[config.mk]
export PLATFORM = sky130hd
export DESIGN_NAME = dual_oneshot
export DESIGN_NICKNAME = d
export VERILOG_FILES = /design/src/rtl/oneshot_pkg.sv /design/src/rtl/os_sync.sv /design/src/rtl/os_edge_gate.sv /design/src/rtl/os_pulse_timer.sv /design/src/rtl/os_channel.sv /design/src/rtl/dual_oneshot.sv
export SDC_FILE = /design/constraint.sdc
export NUM_CORES = 1
export LEC_CHECK = 0
export ABC_AREA = 1
export BUFFER_PORTS_ARGS = -buffer_cell sky130_fd_sc_hd__buf_2
export CAP_MARGIN = 40
export CORE_MARGIN = 1.5
export CORE_UTILIZATION = 30
export DETAILED_ROUTE_END_ITERATION = 10
export PLACE_DENSITY = 0.5
export SKIP_CTS_REPAIR_TIMING = 1
export SLEW_MARGIN = 20
export SYNTH_ARGS = -nofsm -noshare
export SYNTH_HDL_FRONTEND = slang
export SYNTH_SLANG_ARGS = --single-unit
[constraint.sdc]
create_clock -name clk -period 1.9 [get_ports clk]
set_clock_uncertainty 0.05 [all_clocks]
set_input_delay 0.38 -clock clk [delete_from_list [all_inputs] [get_ports clk]]
set_output_delay 0.38 -clock clk [all_outputs]
set_load 0.1 [all_outputs]
[src/rtl/oneshot_pkg.sv]
package oneshot_pkg;

    // Synchronized view of one channel's inputs.
    typedef struct packed {
        logic a_n;   // falling-edge trigger, idle high
        logic b;     // rising-edge trigger, idle low
        logic r_n;   // active-low clear
    } trig_t;

    localparam int unsigned TRIG_BITS = $bits(trig_t);

    // Reset value: triggers idle, channel held in clear.
    localparam trig_t TRIG_RESET = '{a_n: 1'b1, b: 1'b0, r_n: 1'b0};

    typedef struct packed {
        logic fall_a;
        logic rise_b;
        logic rise_r;
    } edges_t;

    function automatic edges_t find_edges(input trig_t cur, input trig_t prv);
        edges_t e;
        e.fall_a = prv.a_n & ~cur.a_n;
        e.rise_b = ~prv.b & cur.b;
        e.rise_r = ~prv.r_n & cur.r_n;
        return e;
    endfunction

    // Levels that enable the triggers (A low, B high).
    function automatic logic levels_enabling(input trig_t cur);
        return ~cur.a_n & cur.b;
    endfunction

    // Levels that count as a disturbance while clear is low.
    function automatic logic levels_disturbed(input trig_t cur);
        return cur.a_n | ~cur.b;
    endfunction

endpackage

[src/rtl/os_sync.sv]
module os_sync #(
    parameter int unsigned   W       = 3,
    parameter int unsigned   STAGES  = 2,
    parameter logic [W-1:0]  RST_VAL = '0
) (
    input  logic         clk,
    input  logic         rst,
    input  logic [W-1:0] d,
    output logic [W-1:0] q
);
    logic [W-1:0] stage [STAGES];

    always_ff @(posedge clk) begin
        if (rst) stage[0] <= RST_VAL;
        else     stage[0] <= d;
    end

    for (genvar s = 1; s < STAGES; s++) begin : g_stage
        always_ff @(posedge clk) begin
            if (rst) stage[s] <= RST_VAL;
            else     stage[s] <= stage[s-1];
        end
    end

    assign q = stage[STAGES-1];
endmodule

[src/rtl/os_edge_gate.sv]
module os_edge_gate
    import oneshot_pkg::*;
(
    input  logic  clk,
    input  logic  rst,
    input  trig_t cur,
    input  logic  busy,
    output logic  fire,
    output logic  kill
);
    trig_t  prv;
    edges_t ed;
    logic   disturbed;
    logic   armed;
    logic   want_a, want_b, want_r;

    always_ff @(posedge clk) begin
        if (rst) prv <= TRIG_RESET;
        else     prv <= cur;
    end

    assign ed = find_edges(cur, prv);

    // Arming sequence tracked only while the clear is low.
    always_ff @(posedge clk) begin
        if (rst) begin
            disturbed <= 1'b0;
            armed     <= 1'b0;
        end else if (cur.r_n) begin
            disturbed <= 1'b0;
            armed     <= 1'b0;
        end else if (levels_disturbed(cur)) begin
            disturbed <= 1'b1;
            armed     <= 1'b0;
        end else if (disturbed) begin
            armed     <= 1'b1;
        end
    end

    assign want_a = ed.fall_a & cur.b;
    assign want_b = ed.rise_b & ~cur.a_n;
    assign want_r = ed.rise_r & armed & levels_enabling(cur);
    assign fire   = ~busy & cur.r_n & (want_a | want_b | want_r);
    assign kill   = ~cur.r_n;

    // arming can only complete while the clear was low
    p_arm_while_low_r9: assert property (@(posedge clk) disable iff (rst)
        $rose(armed) |-> $past(!cur.r_n));

    // the armed flag is consumed by the release
    p_arm_consumed_r9: assert property (@(posedge clk) disable iff (rst)
        (armed && cur.r_n) |=> !armed);
endmodule

[src/rtl/os_pulse_timer.sv]
module os_pulse_timer #(
    parameter int unsigned CW = 16
) (
    input  logic          clk,
    input  logic          rst,
    input  logic          kill,
    input  logic          start,
    input  logic [CW-1:0] width,
    output logic          busy
);
    logic [CW-1:0] cnt;

    always_ff @(posedge clk) begin
        if (rst || kill)        cnt <= '0;
        else if (start)         cnt <= width;
        else if (cnt != '0)     cnt <= cnt - 1'b1;
    end

    assign busy = (cnt != '0);

    // a running count only steps down, never reloads
    p_no_stretch_r7: assert property (@(posedge clk) disable iff (rst)
        (cnt != '0 && !kill) |=> (cnt == $past(cnt) - 1'b1));

    // clear empties the counter on the next edge
    p_kill_r8: assert property (@(posedge clk) disable iff (rst)
        kill |=> (cnt == '0));

    // an accepted start loads the programmed length
    p_load_r6: assert property (@(posedge clk) disable iff (rst)
        (start && !kill && cnt == '0) |=> (cnt == $past(width)));
endmodule

[src/rtl/os_channel.sv]
module os_channel
    import oneshot_pkg::*;
#(
    parameter int unsigned   CW        = 16,
    parameter logic [CW-1:0] DEF_WIDTH = 4
) (
    input  logic          clk,
    input  logic          rst,
    input  logic          a_n,
    input  logic          b,
    input  logic          r_n,
    input  logic          ld,
    input  logic [CW-1:0] width_in,
    output logic          q,
    output logic          q_n
);
    logic [TRIG_BITS-1:0] raw, synced;
    trig_t                cur;
    logic [CW-1:0]        width_q;
    logic                 fire, kill, busy;

    assign raw = {a_n, b, r_n};

    os_sync #(
        .W       (TRIG_BITS),
        .STAGES  (2),
        .RST_VAL (TRIG_RESET)
    ) u_sync (
        .clk (clk),
        .rst (rst),
        .d   (raw),
        .q   (synced)
    );

    assign cur = trig_t'(synced);

    always_ff @(posedge clk) begin
        if (rst)     width_q <= DEF_WIDTH;
        else if (ld) width_q <= width_in;
    end

    os_edge_gate u_gate (
        .clk  (clk),
        .rst  (rst),
        .cur  (cur),
        .busy (busy),
        .fire (fire),
        .kill (kill)
    );

    os_pulse_timer #(.CW(CW)) u_timer (
        .clk   (clk),
        .rst   (rst),
        .kill  (kill),
        .start (fire),
        .width (width_q),
        .busy  (busy)
    );

    assign q   = busy;
    assign q_n = ~busy;

    // a sampled-low clear leaves no pulse on the next cycle
    p_low_blocks_r8: assert property (@(posedge clk) disable iff (rst)
        !cur.r_n |=> !q);
endmodule

[src/rtl/dual_oneshot.sv]
module dual_oneshot #(
    parameter int unsigned   CHANNELS  = 2,
    parameter int unsigned   CW        = 16,
    parameter logic [CW-1:0] DEF_WIDTH = 4
) (
    input  logic                clk,
    input  logic                rst,
    input  logic [CHANNELS-1:0] trig_a_n,
    input  logic [CHANNELS-1:0] trig_b,
    input  logic [CHANNELS-1:0] clr_n,
    input  logic [CHANNELS-1:0] ld_width,
    input  logic [CW-1:0]       width_in,
    output logic [CHANNELS-1:0] q,
    output logic [CHANNELS-1:0] q_n
);
    for (genvar c = 0; c < CHANNELS; c++) begin : g_ch
        os_channel #(
            .CW        (CW),
            .DEF_WIDTH (DEF_WIDTH)
        ) u_ch (
            .clk      (clk),
            .rst      (rst),
            .a_n      (trig_a_n[c]),
            .b        (trig_b[c]),
            .r_n      (clr_n[c]),
            .ld       (ld_width[c]),
            .width_in (width_in),
            .q        (q[c]),
            .q_n      (q_n[c])
        );
    end
endmodule

# Yosys cells after proc, flatten, opt, wreduce, memory -nomap -nowiden
# Memory sizes are Yosys's and may differ from the RTL's.
# Index checks and enable logic that the tools add are counted.
[word_totals]
ff_bits = 74
mem_bits_rw = 12
input_bits = 26
output_inout_bits = 4
wordCells = 81
n_memories = 2
[classes]
addsub = 2
muxes = 11
bitwise_logic = 42
n_reduce_logical = 10
[memory_table]
columns = ["name", "words", "width", "read_ports", "rd_clocked_by_memory_dff", "write_ports", "line_no", "source"]
rows = [
  ["g_ch[0].u_ch.u_sync.stage", 2, 3, 2, 0, 2, "os_sync.sv:11", "logic [W-1:0] stage [STAGES];"],
  ["g_ch[1].u_ch.u_sync.stage", 2, 3, 2, 0, 2, "os_sync.sv:11", ""],
]
[op_table]
columns = ["op", "n"]
rows = [
  ["2-to-1 mux 16 bit", 4],
  ["nonzero test 16 bit", 2],
  ["subtractor 16 x 1 -> 16 bit, second input constant", 2],
  ["AND 1 bit", 20],
  ["2-to-1 mux 3 bit", 4],
  ["NOT 1 bit", 12],
  ["OR 1 bit", 10],
  ["OR reduction 3 bit", 2],
  ["nonzero test 2 bit", 2],
  ["OR reduction 2 bit", 2],
  ["2-to-1 mux 1 bit", 3],
  ["logical OR 1 bit", 2],
]

# Longest topological paths before layout
[logic_depth]
word_depth = 7
depth_mapped = 10
mapped_depth_nobuf = 9

# Cells and area by module
# From an unflattened synthesis, not the netlist that was laid out.
[hier_totals]
hier_cells = 662
hier_area_um2 = 4354.2
[by_module_without_submodules]
columns = ["mod", "instances", "cells_each", "area_per_inst_um2", "seq_area_each_um2"]
rows = [
  ["os_pulse_timer", 2, 184, 1144.8, 320.3],
  ["os_channel", 2, 101, 671.9, 320.3],
  ["os_edge_gate", 2, 27, 191.4, 100.1],
  ["os_sync", 2, 19, 168.9, 120.1],
]

# Worst setup path before layout
# No wires, ideal clock.
[synth_path]
path_type = "register to output"
from = "reg g_ch[0].u_ch.u_timer.cnt[0]"
to = "out q_n[0]"
arrival_time_ns = 1.451
t_required_ns = 1.470
setup_slack_ns = 0.019
path_stages_with_launch = 8
path_buffers = 1
cell_sequence = "dfxtp_1 > inv_1 > ha_1 > nand3_2 > nor2_8 > nand2_4 > clkinv_2 > buf_4"
[synth_between]
elab_chain_cells = 2
[synth_rtl]
columns = ["item", "line_no", "source"]
rows = [
  ["from (decl)", "os_pulse_timer.sv:11", "logic [CW-1:0] cnt;"],
  ["from (signal assigned)", "os_pulse_timer.sv:15", "else if (start) cnt <= width;"],
  ["from (signal assigned)", "os_pulse_timer.sv:16", "else if (cnt != '0) cnt <= cnt - 1'b1;"],
  ["nonzero test 16 bit", "os_pulse_timer.sv:19", "assign busy = (cnt != '0);"],
  ["via g_ch[0].u_ch.q", "os_channel.sv:14", "output logic q,"],
  ["NOT 1 bit", "os_channel.sv:61", "assign q_n = ~busy;"],
  ["to (decl)", "dual_oneshot.sv:14", "output logic [CHANNELS-1:0] q_n"],
]
# The timed path passes the listed nets, and every way through them passes these cells.

# Final worst setup path
[layout_path]
from = "reg g_ch[0].u_ch.u_timer.cnt[9]"
to = "out q_n[0]"
[layout_between]
elab_chain_cells = 2
[layout_rtl]
columns = ["item", "line_no"]
rows = [
  ["nonzero test 16 bit", "os_pulse_timer.sv:19"],
  ["NOT 1 bit", "os_channel.sv:61"],
]
# No other way between the ends.

==> reports/summary.txt <==
IO buf count: 29
DP Cell Count: 738
reg2reg end: g_ch[0].u_ch.u_timer.cnt[10]$_SDFFE_PP0P_
largest area contributor in the netlist: dfxtp_1
simple-gate share of the synthesized area: 0.353
initial antenna violation count: 1
top post-synthesis cells by area: dfxtp_1 44%, nor2_1 10%, nand2_1 9.7%
pwr dens: 1040 mW/mm^2
hold endpoint: g_ch[0].u_ch.u_sync.stage[0][2]$_SDFF_PP1_
final RePlAce weighted congestion: 0.840
sequential area share after synthesis: 0.441
Post-Synth Adder-Cell Area: 0.00641
DIE AREA: 0.0137 mm^2
CP required: 1.47 ns
Multi-input gate area: 0.00194 mm^2
Yosys warnings: 0
Peak VDD IR: 0.630 mV
DIE HEIGHT: 117 um
DIE WIDTH: 117 um
CTS Buf Count: 9
flop2flop setup slack: 0.26 ns
CTS H-tree lvls: 3
Hold Startpoint: trig_a_n[0]
failing checks: setup timing
first-pass GRT wire length: 15300 um
post-DP HPWL: 6830 um
Syn Inst Count: 539
final global-route overflow total: 0
clk_lat worst skew: 0.34 ns
fill cell count: 1355
outcome: finished, violations left
Final nets: 615
Leak: 2.33 nW
Primary FF master, synth: dfxtp_1
reg2reg path depth: 8
I/O Pins: 30
post-synthesis cell area: 0.00390 mm^2
core area: 0.0127 mm^2
Final WS setup: -0.0198 ns
Synth top area share: 0.441
Arr. time, crit path: 1.49 ns
pre-CTS setup slack: 0.0693 ns
Setup violations, final: 1
root buffer cell: clkbuf_16
sequential cell area: 0.00173 mm^2
Layout area overhead: 25.2%
crit path time final: 1.92 ns
Synth Area in XOR/XNOR: 0.0247
crit end category: output pin
synthesis-stage register bit count: 86
mux contribution to synthesized area: 0
fraction of layout cells with a size suffix above 1: 0.203
most frequent cell after synthesis: nor2_1
Final Hold Vio Count: 0
Non-Filler Instances: 766
number of global-route vias before repair: 3220
hold path cells: 2
Post-synth EDFFs: 0
Core Rows: 41
cell area after layout: 0.00489 mm^2
DRT Wirelength: 9110 um
Startpoint Class: register
Mean Syn Cell Area: 7.24 um^2
Compound-Gate Fraction of Synth Area: 0.0888
Crit Path Category: reg2out
CTS tree: built
Vias: 3441
reg2reg start: g_ch[0].u_ch.u_timer.cnt[9]$_SDFFE_PP0P_
Post-route DRC: 0
library cells used by synthesis: 35
placed cell areas: 0.00434 mm^2
DR WL/cell: 11.9 um
DRT iter0 DRCs: 176
initial core utilization: 0.308
vias per std cell: 4.49
Critical Path Fanout Max: 8
ANT nets after route: 0
max-slew violations: 0
Slew HR: 0.741
clock buffer depth: 2
Total Neg Setup Slack: -0.0198 ns
clk sinks: 86
largest net degree at the start of global routing: 37
syn nets: 567
Max-Cap Viols: 0
largest family of logic cells by synthesized area: simple AND/OR/NAND/NOR gates
worst slew pin tran: 0.388 ns
fmax: 0.521 GHz
Pre-antenna DRT Iters: 4
clock slew seen by the registers of the worst setup and hold paths: 0.06 ns
FFs w/ async S/R, synth: 0
top cells by count, synth: 108 x nor2_1, 101 x nand2_1, 86 x dfxtp_1, 62 x inv_1, 41 x o21ai_0
GRT Total Usage: 0.146
RSZ-0062 raised after global routing: true
Tcrit/Tclk final: 1.01
worst hold-check path type: in2reg
==> placed cells by master (no fill, tap or decap), types with 3 or more instances in the layout <==
cell / count
a21oi_1: 18
buf_12: 4
buf_2: 25
buf_4: 23
bufinv_16: 3
clkbuf_16: 9
clkinv_1: 3
dfxtp_1: 79
dfxtp_2: 7
inv_1: 56
inv_2: 6
nand2_1: 100
nand3_1: 25
nand3_4: 6
nand3b_1: 5
nand4_1: 12
nor2_1: 105
nor2_2: 6
nor2_4: 9
nor3_1: 5
o21ai_0: 41
o21ai_1: 4
or2_2: 4
xnor2_1: 5
xor2_1: 6
==> per-stage QoR <==
step	utilization	hold slack [ns]	power, W
2_1_floorplan	-	0.338	0.00274
3_3_place_gp	0.343	0.340	0.00301
3_5_place_dp	0.343	0.342	0.00301
4_1_cts	0.370	0.162	0.00507
5_1_grt	0.385	0.163	0.00536
6_report	0.386	0.175	0.00508
==> state kept, by name (all words and copies together), names as in the netlist <==
register                    flops
g_ch.u_ch.u_timer.cnt          32
g_ch.u_ch.width_q              32
g_ch.u_ch.u_sync.stage         12
g_ch.u_ch.u_gate.prv            6
g_ch.u_ch.u_gate.armed          2
g_ch.u_ch.u_gate.disturbed      2
==> worst max-delay path by stage <==
stage | from | end | slack [ns] | cells past startpoint
3_5_place_dp | g_ch[0].u_ch.u_timer.cnt[0]$_SDFFE_PP0P_ | q_n[0] | 0.07 | 7
3_3_place_gp | g_ch[0].u_ch.u_timer.cnt[0]$_SDFFE_PP0P_ | q_n[0] | 0.09 | 7
6_report | g_ch[0].u_ch.u_timer.cnt[9]$_SDFFE_PP0P_ | q_n[0] | -0.02 | 6
2_1_floorplan | g_ch[0].u_ch.u_timer.cnt[0]$_SDFFE_PP0P_ | q_n[0] | 0.02 | 7
4_1_cts | g_ch[0].u_ch.u_timer.cnt[0]$_SDFFE_PP0P_ | q_n[0] | -0.31 | 7
5_1_grt | g_ch[0].u_ch.u_timer.cnt[9]$_SDFFE_PP0P_ | q_n[0] | -0.08 | 6
==> worst max-delay path, cell delays in order, from the launching register on <==
cell     delay, ns
dfxtp_1       0.34
nor2_2        0.19
nand3_4       0.12
nor2_8        0.16
nand2_8       0.10
inv_8         0.08
buf_12        0.16
==> report_power, final <==
group          switching [W]  total (W)  internal, W
combinational       0.000690    0.00112     0.000429
sequential         0.0000446    0.00193      0.00188
clock               0.000715    0.00203      0.00132
total                0.00145    0.00508      0.00363
==> cells by family after synthesis <==
family                     count (synthesis)
DFF                                       86
buffers and inverters                     83
AOI/OAI and AO/OA                         67
adders and majority gates                  2
and+or+nand+nor                          290
xor gates and xnor gates                  11
==> per-layer routing <==
metal | up-vias | GRT usage | share of wire
met1 | 1571 | 0.197 | 0.48
met5 | - | 0 | 0
met4 | 0 | 0.0434 | 0.013
met2 | 57 | 0.222 | 0.44
li1 | 1804 | - | -
met3 | 9 | 0.0484 | 0.062
==> cell type report <==
cell class                      instances  share of cell area
Inverter                               68              0.0548
Clock inverter                          6              0.0223
Timing Repair Buffer                   52              0.0773
Clock buffer                           10              0.0489
Antenna cell                            2             0.00102
Multi-Input combinational cell        370               0.398
Tap cell                              172              0.0440
Sequential cell                        86               0.354
(Power assumes the default switching activity.)
